**src/rtl/toh_pkg.sv**
```systemverilog
package toh_pkg;

    typedef enum logic [2:0] {
        BK_A1,
        BK_A2,
        BK_PASS,
        BK_B1,
        BK_GK,
        BK_GS,
        BK_GE,
        BK_GD
    } byte_kind_e;

    localparam logic [7:0] A1_PATTERN = 8'hF6;
    localparam logic [7:0] A2_PATTERN = 8'h28;

    localparam int SEL_K = 0;
    localparam int SEL_S = 1;
    localparam int SEL_E = 2;
    localparam int SEL_D = 3;

    localparam int ROWS      = 9;
    localparam int OVH_GRPS  = 3;

    function automatic byte_kind_e classify(input logic [3:0] row, input logic [1:0] col);
        byte_kind_e k;
        k = BK_PASS;
        case (row)
            4'd0: k = (col == 2'd0) ? BK_A1 : ((col == 2'd1) ? BK_A2 : BK_PASS);
            4'd1: k = (col == 2'd0) ? BK_B1 : BK_GE;
            4'd2, 4'd5, 4'd6, 4'd7: k = BK_GD;
            4'd4: k = (col == 2'd0) ? BK_PASS : BK_GK;
            4'd8: k = (col == 2'd2) ? BK_GE : BK_GS;
            default: k = BK_PASS;
        endcase
        return k;
    endfunction

endpackage

```
**src/rtl/toh_pos_tracker.sv**
```systemverilog
module toh_pos_tracker #(
    parameter int NUM_STS      = 12,
    parameter int PAYLOAD_COLS = 87,
    parameter int STS_W        = 4,
    parameter int IDX_W        = 9
) (
    input  logic             clk,
    input  logic             rst_n,
    input  logic             frame_start,
    output logic             synced,
    output logic             is_toh,
    output logic [3:0]       row,
    output logic [1:0]       col,
    output logic             first_sts,
    output logic [IDX_W-1:0] toh_idx
);
    import toh_pkg::*;

    localparam int GRPS  = OVH_GRPS + PAYLOAD_COLS;
    localparam int GRP_W = $clog2(GRPS);

    typedef enum logic [1:0] {TRK_UNSYNC, TRK_OVERHEAD, TRK_PAYLOAD} trk_state_e;

    trk_state_e       state_q, state_d, cur_reg;
    logic [3:0]       row_q, cur_row, nx_row;
    logic [GRP_W-1:0] grp_q, cur_grp, nx_grp;
    logic [STS_W-1:0] sts_q, cur_sts, nx_sts;
    logic [IDX_W-1:0] idx_q, cur_idx, nx_idx;
    logic             wrap;

    // position of the byte presented this cycle, and of the one after it
    always_comb begin
        if (frame_start) begin
            cur_reg = TRK_OVERHEAD;
            cur_row = '0;
            cur_grp = '0;
            cur_sts = '0;
            cur_idx = '0;
        end else begin
            cur_reg = state_q;
            cur_row = row_q;
            cur_grp = grp_q;
            cur_sts = sts_q;
            cur_idx = idx_q;
        end

        nx_sts = cur_sts;
        nx_grp = cur_grp;
        nx_row = cur_row;
        if (cur_sts == STS_W'(NUM_STS - 1)) begin
            nx_sts = '0;
            if (cur_grp == GRP_W'(GRPS - 1)) begin
                nx_grp = '0;
                nx_row = (cur_row == 4'(ROWS - 1)) ? 4'd0 : cur_row + 4'd1;
            end else begin
                nx_grp = cur_grp + GRP_W'(1);
            end
        end else begin
            nx_sts = cur_sts + STS_W'(1);
        end

        wrap   = (nx_row == 4'd0) && (nx_grp == '0) && (nx_sts == '0);
        nx_idx = wrap ? '0 : ((cur_reg == TRK_OVERHEAD) ? cur_idx + IDX_W'(1) : cur_idx);

        unique case (cur_reg)
            TRK_UNSYNC:   state_d = TRK_UNSYNC;
            TRK_OVERHEAD,
            TRK_PAYLOAD:  state_d = (nx_grp < GRP_W'(OVH_GRPS)) ? TRK_OVERHEAD : TRK_PAYLOAD;
            default:      state_d = TRK_UNSYNC;
        endcase
    end

    // state register
    always_ff @(posedge clk) begin
        if (!rst_n) state_q <= TRK_UNSYNC;
        else        state_q <= state_d;
    end

    always_ff @(posedge clk) begin
        if (!rst_n) begin
            row_q <= '0;
            grp_q <= '0;
            sts_q <= '0;
            idx_q <= '0;
        end else begin
            row_q <= nx_row;
            grp_q <= nx_grp;
            sts_q <= nx_sts;
            idx_q <= nx_idx;
        end
    end

    // outputs
    always_comb begin
        synced    = (cur_reg != TRK_UNSYNC);
        is_toh    = (cur_reg == TRK_OVERHEAD);
        row       = cur_row;
        col       = cur_grp[1:0];
        first_sts = (cur_sts == '0);
        toh_idx   = cur_idx;
    end

    assert_sync_enters_overhead_R1: assert property (@(posedge clk) disable iff (!rst_n)
        frame_start |=> (state_q == TRK_OVERHEAD));

    assert_idx_after_sync_R1: assert property (@(posedge clk) disable iff (!rst_n)
        frame_start |=> (idx_q == IDX_W'(1)));

    assert_unsync_holds_R11: assert property (@(posedge clk) disable iff (!rst_n)
        (state_q == TRK_UNSYNC && !frame_start) |=> (state_q == TRK_UNSYNC));

endmodule

```
**src/rtl/toh_serial_rx.sv**
```systemverilog
module toh_serial_rx #(
    parameter int TOH_BYTES = 324,
    parameter int IDX_W     = 9
) (
    input  logic             clk,
    input  logic             rst_n,
    input  logic             sfs,
    input  logic             sdi,
    output logic             wr_en,
    output logic [IDX_W-1:0] wr_addr,
    output logic [7:0]       wr_data,
    output logic             parity_error
);
    typedef enum logic [1:0] {RX_HUNT, RX_BITS, RX_DONE} rx_state_e;

    rx_state_e        state_q, state_d;
    logic [2:0]       bit_q, bit_d;
    logic [IDX_W-1:0] byte_q, byte_d;
    logic [6:0]       shift_q, shift_d;
    logic             acc_q, acc_d;
    logic             err_q, err_d;
    logic             byte_end;

    always_comb begin
        byte_end = (state_q == RX_BITS) && !sfs && (bit_q == 3'd7);
        state_d  = state_q;
        bit_d    = bit_q;
        byte_d   = byte_q;
        shift_d  = shift_q;
        acc_d    = acc_q;
        err_d    = 1'b0;
        if (sfs) begin
            // first bit is the parity of the previous frame and is not covered
            err_d   = (state_q == RX_DONE) && (sdi != acc_q);
            state_d = RX_BITS;
            bit_d   = 3'd1;
            byte_d  = '0;
            shift_d = {6'b0, sdi};
            acc_d   = 1'b0;
        end else begin
            unique case (state_q)
                RX_HUNT, RX_DONE: ;
                RX_BITS: begin
                    shift_d = {shift_q[5:0], sdi};
                    acc_d   = acc_q ^ sdi;
                    bit_d   = bit_q + 3'd1;
                    if (bit_q == 3'd7) begin
                        if (byte_q == IDX_W'(TOH_BYTES - 1)) state_d = RX_DONE;
                        else                                  byte_d  = byte_q + IDX_W'(1);
                    end
                end
                default: state_d = RX_HUNT;
            endcase
        end
    end

    // state register
    always_ff @(posedge clk) begin
        if (!rst_n) state_q <= RX_HUNT;
        else        state_q <= state_d;
    end

    always_ff @(posedge clk) begin
        if (!rst_n) begin
            bit_q   <= '0;
            byte_q  <= '0;
            shift_q <= '0;
            acc_q   <= 1'b0;
            err_q   <= 1'b0;
        end else begin
            bit_q   <= bit_d;
            byte_q  <= byte_d;
            shift_q <= shift_d;
            acc_q   <= acc_d;
            err_q   <= err_d;
        end
    end

    // outputs
    always_comb begin
        wr_en        = byte_end;
        wr_addr      = byte_q;
        wr_data      = {shift_q, sdi};
        parity_error = err_q;
    end

    assert_err_follows_sfs_R8: assert property (@(posedge clk) disable iff (!rst_n)
        err_q |-> $past(sfs));

    assert_err_single_cycle_R8: assert property (@(posedge clk) disable iff (!rst_n)
        err_q |=> !err_q);

    assert_no_check_incomplete_R9: assert property (@(posedge clk) disable iff (!rst_n)
        (sfs && state_q != RX_DONE) |=> !err_q);

endmodule

```
**src/rtl/toh_ovh_buffer.sv**
```systemverilog
module toh_ovh_buffer #(
    parameter int DEPTH = 324,
    parameter int AW    = 9
) (
    input  logic          clk,
    input  logic          wr_en,
    input  logic [AW-1:0] wr_addr,
    input  logic [7:0]    wr_data,
    input  logic [AW-1:0] rd_addr,
    output logic [7:0]    rd_data
);
    logic [7:0] mem [DEPTH];

    always_ff @(posedge clk) begin
        if (wr_en) mem[wr_addr] <= wr_data;
    end

    assign rd_data = mem[rd_addr];

endmodule

```
**src/rtl/toh_src_mux.sv**
```systemverilog
module toh_src_mux (
    input  logic       clk,
    input  logic       rst_n,
    input  logic       frame_start,
    input  logic [3:0] cfg_insert,
    input  logic       synced,
    input  logic       is_toh,
    input  logic [3:0] row,
    input  logic [1:0] col,
    input  logic       first_sts,
    input  logic [7:0] rd_data,
    input  logic [7:0] pdata_in,
    output logic [7:0] pdata_out,
    output logic       b1_recalc
);
    import toh_pkg::*;

    logic [3:0] cfg_q, cfg_now;
    logic [7:0] byte_d;
    logic       mark_d;
    byte_kind_e kind;

    always_comb begin
        cfg_now = frame_start ? cfg_insert : cfg_q;
        kind    = classify(row, col);
        byte_d  = pdata_in;
        mark_d  = 1'b0;
        if (synced && is_toh) begin
            unique case (kind)
                BK_A1:   byte_d = A1_PATTERN;
                BK_A2:   byte_d = A2_PATTERN;
                BK_PASS: byte_d = pdata_in;
                BK_B1: begin
                    byte_d = 8'h00;
                    mark_d = first_sts;
                end
                BK_GK:   byte_d = cfg_now[SEL_K] ? rd_data : pdata_in;
                BK_GS:   byte_d = cfg_now[SEL_S] ? rd_data : pdata_in;
                BK_GE:   byte_d = cfg_now[SEL_E] ? rd_data : pdata_in;
                BK_GD:   byte_d = cfg_now[SEL_D] ? rd_data : pdata_in;
                default: byte_d = pdata_in;
            endcase
        end
    end

    always_ff @(posedge clk) begin
        if (!rst_n) begin
            cfg_q     <= '0;
            pdata_out <= '0;
            b1_recalc <= 1'b0;
        end else begin
            cfg_q     <= cfg_now;
            pdata_out <= byte_d;
            b1_recalc <= mark_d;
        end
    end

    assert_cfg_frame_hold_R10: assert property (@(posedge clk) disable iff (!rst_n)
        !frame_start |=> $stable(cfg_q));

    assert_unsync_passthrough_R11: assert property (@(posedge clk) disable iff (!rst_n)
        !synced |=> (pdata_out == $past(pdata_in) && !b1_recalc));

    assert_b1_slot_zero_R3: assert property (@(posedge clk) disable iff (!rst_n)
        b1_recalc |-> (pdata_out == 8'h00));

endmodule

```
**src/rtl/toh_insert_mux.sv**
```systemverilog
module toh_insert_mux #(
    parameter int NUM_STS      = 12,
    parameter int PAYLOAD_COLS = 87
) (
    input  logic       clk,
    input  logic       rst_n,
    input  logic       frame_start,
    input  logic [7:0] pdata_in,
    input  logic [3:0] cfg_insert,
    input  logic       toh_sdi,
    input  logic       toh_sfs,
    output logic [7:0] pdata_out,
    output logic       b1_recalc,
    output logic       parity_error
);
    localparam int TOH_BYTES = 27 * NUM_STS;
    localparam int IDX_W     = $clog2(TOH_BYTES + 1);
    localparam int STS_W     = (NUM_STS > 1) ? $clog2(NUM_STS) : 1;

    logic             synced, is_toh, first_sts;
    logic [3:0]       row;
    logic [1:0]       col;
    logic [IDX_W-1:0] toh_idx, wr_addr;
    logic             wr_en;
    logic [7:0]       wr_data, rd_data;

    toh_pos_tracker #(
        .NUM_STS      (NUM_STS),
        .PAYLOAD_COLS (PAYLOAD_COLS),
        .STS_W        (STS_W),
        .IDX_W        (IDX_W)
    ) u_trk (
        .clk         (clk),
        .rst_n       (rst_n),
        .frame_start (frame_start),
        .synced      (synced),
        .is_toh      (is_toh),
        .row         (row),
        .col         (col),
        .first_sts   (first_sts),
        .toh_idx     (toh_idx)
    );

    toh_serial_rx #(
        .TOH_BYTES (TOH_BYTES),
        .IDX_W     (IDX_W)
    ) u_rx (
        .clk          (clk),
        .rst_n        (rst_n),
        .sfs          (toh_sfs),
        .sdi          (toh_sdi),
        .wr_en        (wr_en),
        .wr_addr      (wr_addr),
        .wr_data      (wr_data),
        .parity_error (parity_error)
    );

    toh_ovh_buffer #(
        .DEPTH (TOH_BYTES),
        .AW    (IDX_W)
    ) u_buf (
        .clk     (clk),
        .wr_en   (wr_en),
        .wr_addr (wr_addr),
        .wr_data (wr_data),
        .rd_addr (toh_idx),
        .rd_data (rd_data)
    );

    toh_src_mux u_mux (
        .clk         (clk),
        .rst_n       (rst_n),
        .frame_start (frame_start),
        .cfg_insert  (cfg_insert),
        .synced      (synced),
        .is_toh      (is_toh),
        .row         (row),
        .col         (col),
        .first_sts   (first_sts),
        .rd_data     (rd_data),
        .pdata_in    (pdata_in),
        .pdata_out   (pdata_out),
        .b1_recalc   (b1_recalc)
    );

    assert_framing_after_sync_R2: assert property (@(posedge clk) disable iff (!rst_n)
        frame_start |=> (pdata_out == 8'hF6 && !b1_recalc));

endmodule

```
**config.mk**
```make
export PLATFORM = sky130hd
export DESIGN_NAME = toh_insert_mux
export DESIGN_NICKNAME = d
export VERILOG_FILES = /design/src/rtl/toh_pkg.sv /design/src/rtl/toh_pos_tracker.sv /design/src/rtl/toh_serial_rx.sv /design/src/rtl/toh_ovh_buffer.sv /design/src/rtl/toh_src_mux.sv /design/src/rtl/toh_insert_mux.sv
export SDC_FILE = /design/constraint.sdc
export NUM_CORES = 2
export LEC_CHECK = 0
export BUFFER_PORTS_ARGS = -buffer_cell sky130_fd_sc_hd__buf_2
export CORE_MARGIN = 10
export CORE_UTILIZATION = 45
export DETAILED_ROUTE_END_ITERATION = 6
export PLACE_DENSITY = 0.7
export SYNTH_ARGS = -nofsm -noshare
export SYNTH_HDL_FRONTEND = slang
export SYNTH_HIERARCHICAL = 1
export SYNTH_SLANG_ARGS = --single-unit
```
**constraint.sdc**
```tcl
create_clock -name clk -period 15.18 [get_ports clk]
set_input_delay 1.518 -clock clk [delete_from_list [all_inputs] [get_ports clk]]
set_output_delay 1.518 -clock clk [all_outputs]
set_load 0.01 [all_outputs]
```
==> out/results.tsv <==
metric	value	unit
run status	finished, final reports clean	
clk buf depth	4	
Fin Setup TNS	0	ns
clock transition at the registers of the reported paths	0.06	ns
Clk Latency, worst-skew pair	0.91	ns
CP Capture Type	flip-flop	
RSZ-0062 raised after global routing	false	
Place WS	7.52	ns
synthesis-stage register bit count	2654	
CP max-delay cell	buf_4	
Worst Path Max Fanout	49	
die height	502	um
sequential-to-total area share from yosys stat	75.6	%
post-CTS setup buffers	0	
Crit path largest cell delay	0.86	ns
count of cell types in the netlist	92	
CTS tree	yes	
stages on the worst setup path	17	
CP Launch Type	primary input	
layout cells sized above 1	21.5	%
core area	231000	um2
top cells by count, synth	2592 x edfxtp_1, 607 x mux4_2, 415 x nor2_1, 205 x mux2i_1, 161 x nand2_1	
antenna violations before repair	4	
hpwl dp	150	mm
Crit path max-delay family	buffers and inverters	
largest cells by area after synthesis	edfxtp_1 74%, mux4_2 13%, mux2i_1 2.0%	
total grt overflow	0	
cts repair resizes	0	
top-count cell post-synth	edfxtp_1	
Mapped Area	105000	um2
Worst slew margin	11.6	%
fin crit share	44.1	%
die area	252000	um2
final hold violations	0	
Via density	6.22	
top cell type's share of synthesized area	74.4	%
WP buf/inv	6	
arrival time worst endpoint	7.50	ns
fmax	149	MHz
first-pass iteration count of the detailed router	6	
Clock Skews	0.0507	ns
drt initial violations	7422	
post-place instance area	108000	um2
Power, Total	14.8	mW
Setup Crit Path Kind	in2reg	
setup violators final	0	
clock buffers created by TritonCTS	279	
asr flop ratio synth	0	%
Final Core Density	50.4	%
WL/cell	29.7	um
hold path cells	2	
hold endpoint	u_rx/bit_q[2]$_SDFFE_PP0P_	
WP data required	15.98	ns
yosys warns	6	
synthesized netlist cell count	5171	
cells on worst reg2reg path	15	
hold path startpoint	u_rx/bit_q[2]$_SDFFE_PP0P_	
min Tclk post-route	6.70	ns
EDFF count, synth	2592	
clk root buf	clkbuf_16	
Worst-Margin Slew	1.31	ns
routed wire length	252	mm
max-slew violations	0	
gpl congestion	0.893	
final instance area	116000	um2
PwrDens	127	nW/um2
Final WS setup	8.48	ns
reg-to-reg setup timing slack	9.20	ns
PortBufs	26	
CTS Sinks	2654	
Hold-fix buffers, CTS	0	
area grow syn2layout	11.0	%
H-tree level count	5	
DR DRC count	0	
Initial Util	45.4	%
max_cap viols	0	
most numerous cell on the critical path	buf_4	
cells along the critical path	buf_2, buf_4, nor2b_4, buf_4, buf_4, buf_4, mux4_2, mux4_2, a22oi_1, nand2_1, a22oi_1, o31ai_1, inv_1, o21ai_0, nand2_1, o211ai_1, a221o_1	
largest net degree at the start of global routing	197	
global-route usage over all layers	19.6	%
post-synth net total	5200	
first-pass GRT wire length	367	mm
Routed Antenna Nets	0	
syn_area_per_cell	20.2	um2
Hold WC Path Type	reg2reg	
Vias	52800	
peak supply drop	0.0694	mV
R2R Path Start	u_trk/idx_q[0]$_SDFF_PP0_	
vias in the first global route	52300	
R2R Path End	u_mux/pdata_out[5]$_SDFF_PN0_	
num rows	176	
Boundary Pins	27	
Primary FF master, synth	edfxtp_1	
Die W	502	um
fin nets	5303	
Yosys top cell by area	edfxtp_1	
leakage power	36.3	nW
==> sequential cells by signal (all words and copies together), names as in the netlist, 3 cells and up <==
register         cells
u_buf/mem         2592
u_mux/cfg_q          4
u_mux/pdata_out      8
u_rx/bit_q           3
u_rx/shift_q         7
u_rx/wr_addr         9
u_trk/grp_q          7
u_trk/idx_q          9
u_trk/row_q          4
u_trk/sts_q          4
==> cell families after synthesis <==
family | share of synthesized area (%)
compound gates | 3.36
mux | 15.3
flops | 75.6
buf+inv | 1.93
fa+ha+maj | 0.144
xor+xnor | 0.0921
simple gates | 3.61
==> worst register-to-register path, delay by kind of cell, from the launching register on <==
kind,cells,cell delay [ns]
buf+inv,4,2.40
mux,2,1.12
compound gates,6,1.65
simple gates,3,0.39
flops,1,0.35
==> area by class of cell <==
type / instances / area [um2]
tap: 3026 / 3790
sequential: 2654 / 79100
clock buffer: 335 / 7360
clock inverter: 131 / 1100
inverter: 27 / 104
antenna: 7 / 17.5
fill: 17700 / 114000
timing repair buffer: 131 / 1040
multi-input combinational: 2181 / 23600
==> cells in the final DEF (no fill, tap or decap), drive strengths merged, types with 38 or more instances in the layout <==
master,instances
edfxtp,2592
mux4,607
nor2,415
clkbuf,335
mux2i,205
nand2,161
buf,131
clkinv,101
a21oi,86
a22oi,82
dfxtp,62
o21ai,55
o22ai,52
o221ai,51
nor2b,43
nor3,38
nand3,38
==> per-stage QoR <==
| step | std cells | hold slack (ns) |
|---|---|---|
| floorplan | 5171 | 0.440 |
| global placement | 8019 | 0.446 |
| detailed placement | 8019 | 0.454 |
| CTS | 8485 | 0.462 |
| global route | 8487 | 0.498 |
| finish | 8492 | 0.462 |
==> worst max path at each step <==
stage                startpoint                       endpoint  slack (ns)
global placement    frame_start  u_mux/pdata_out[5]$_SDFF_PN0_        7.46
global route        frame_start  u_mux/pdata_out[5]$_SDFF_PN0_        8.09
floorplan           frame_start  u_mux/pdata_out[5]$_SDFF_PN0_        9.82
detailed placement  frame_start  u_mux/pdata_out[5]$_SDFF_PN0_        7.52
CTS                 frame_start  u_mux/pdata_out[5]$_SDFF_PN0_        8.44
finish              frame_start  u_mux/pdata_out[5]$_SDFF_PN0_        8.48
==> routing by layer <==
metal / vias to the layer above / part of all wire [%] / global-route usage, %
met1: 27700 / 38 / 27.2
li1: 21600 / - / -
met2: 3006 / 47 / 30.7
met5: - / 0.0040 / 0
met3: 576 / 11 / 4.64
met4: 2 / 3.6 / 6.58
==> report_power, final <==
group	total (mW)	internal [mW]	switching, mW	leakage [nW]
registers	7.96	7.96	0.00871	25.4
clock network	6.42	3.74	2.68	4.13
logic	0.408	0.179	0.229	6.80
Note: power is estimated with default switching activity, not from simulation.
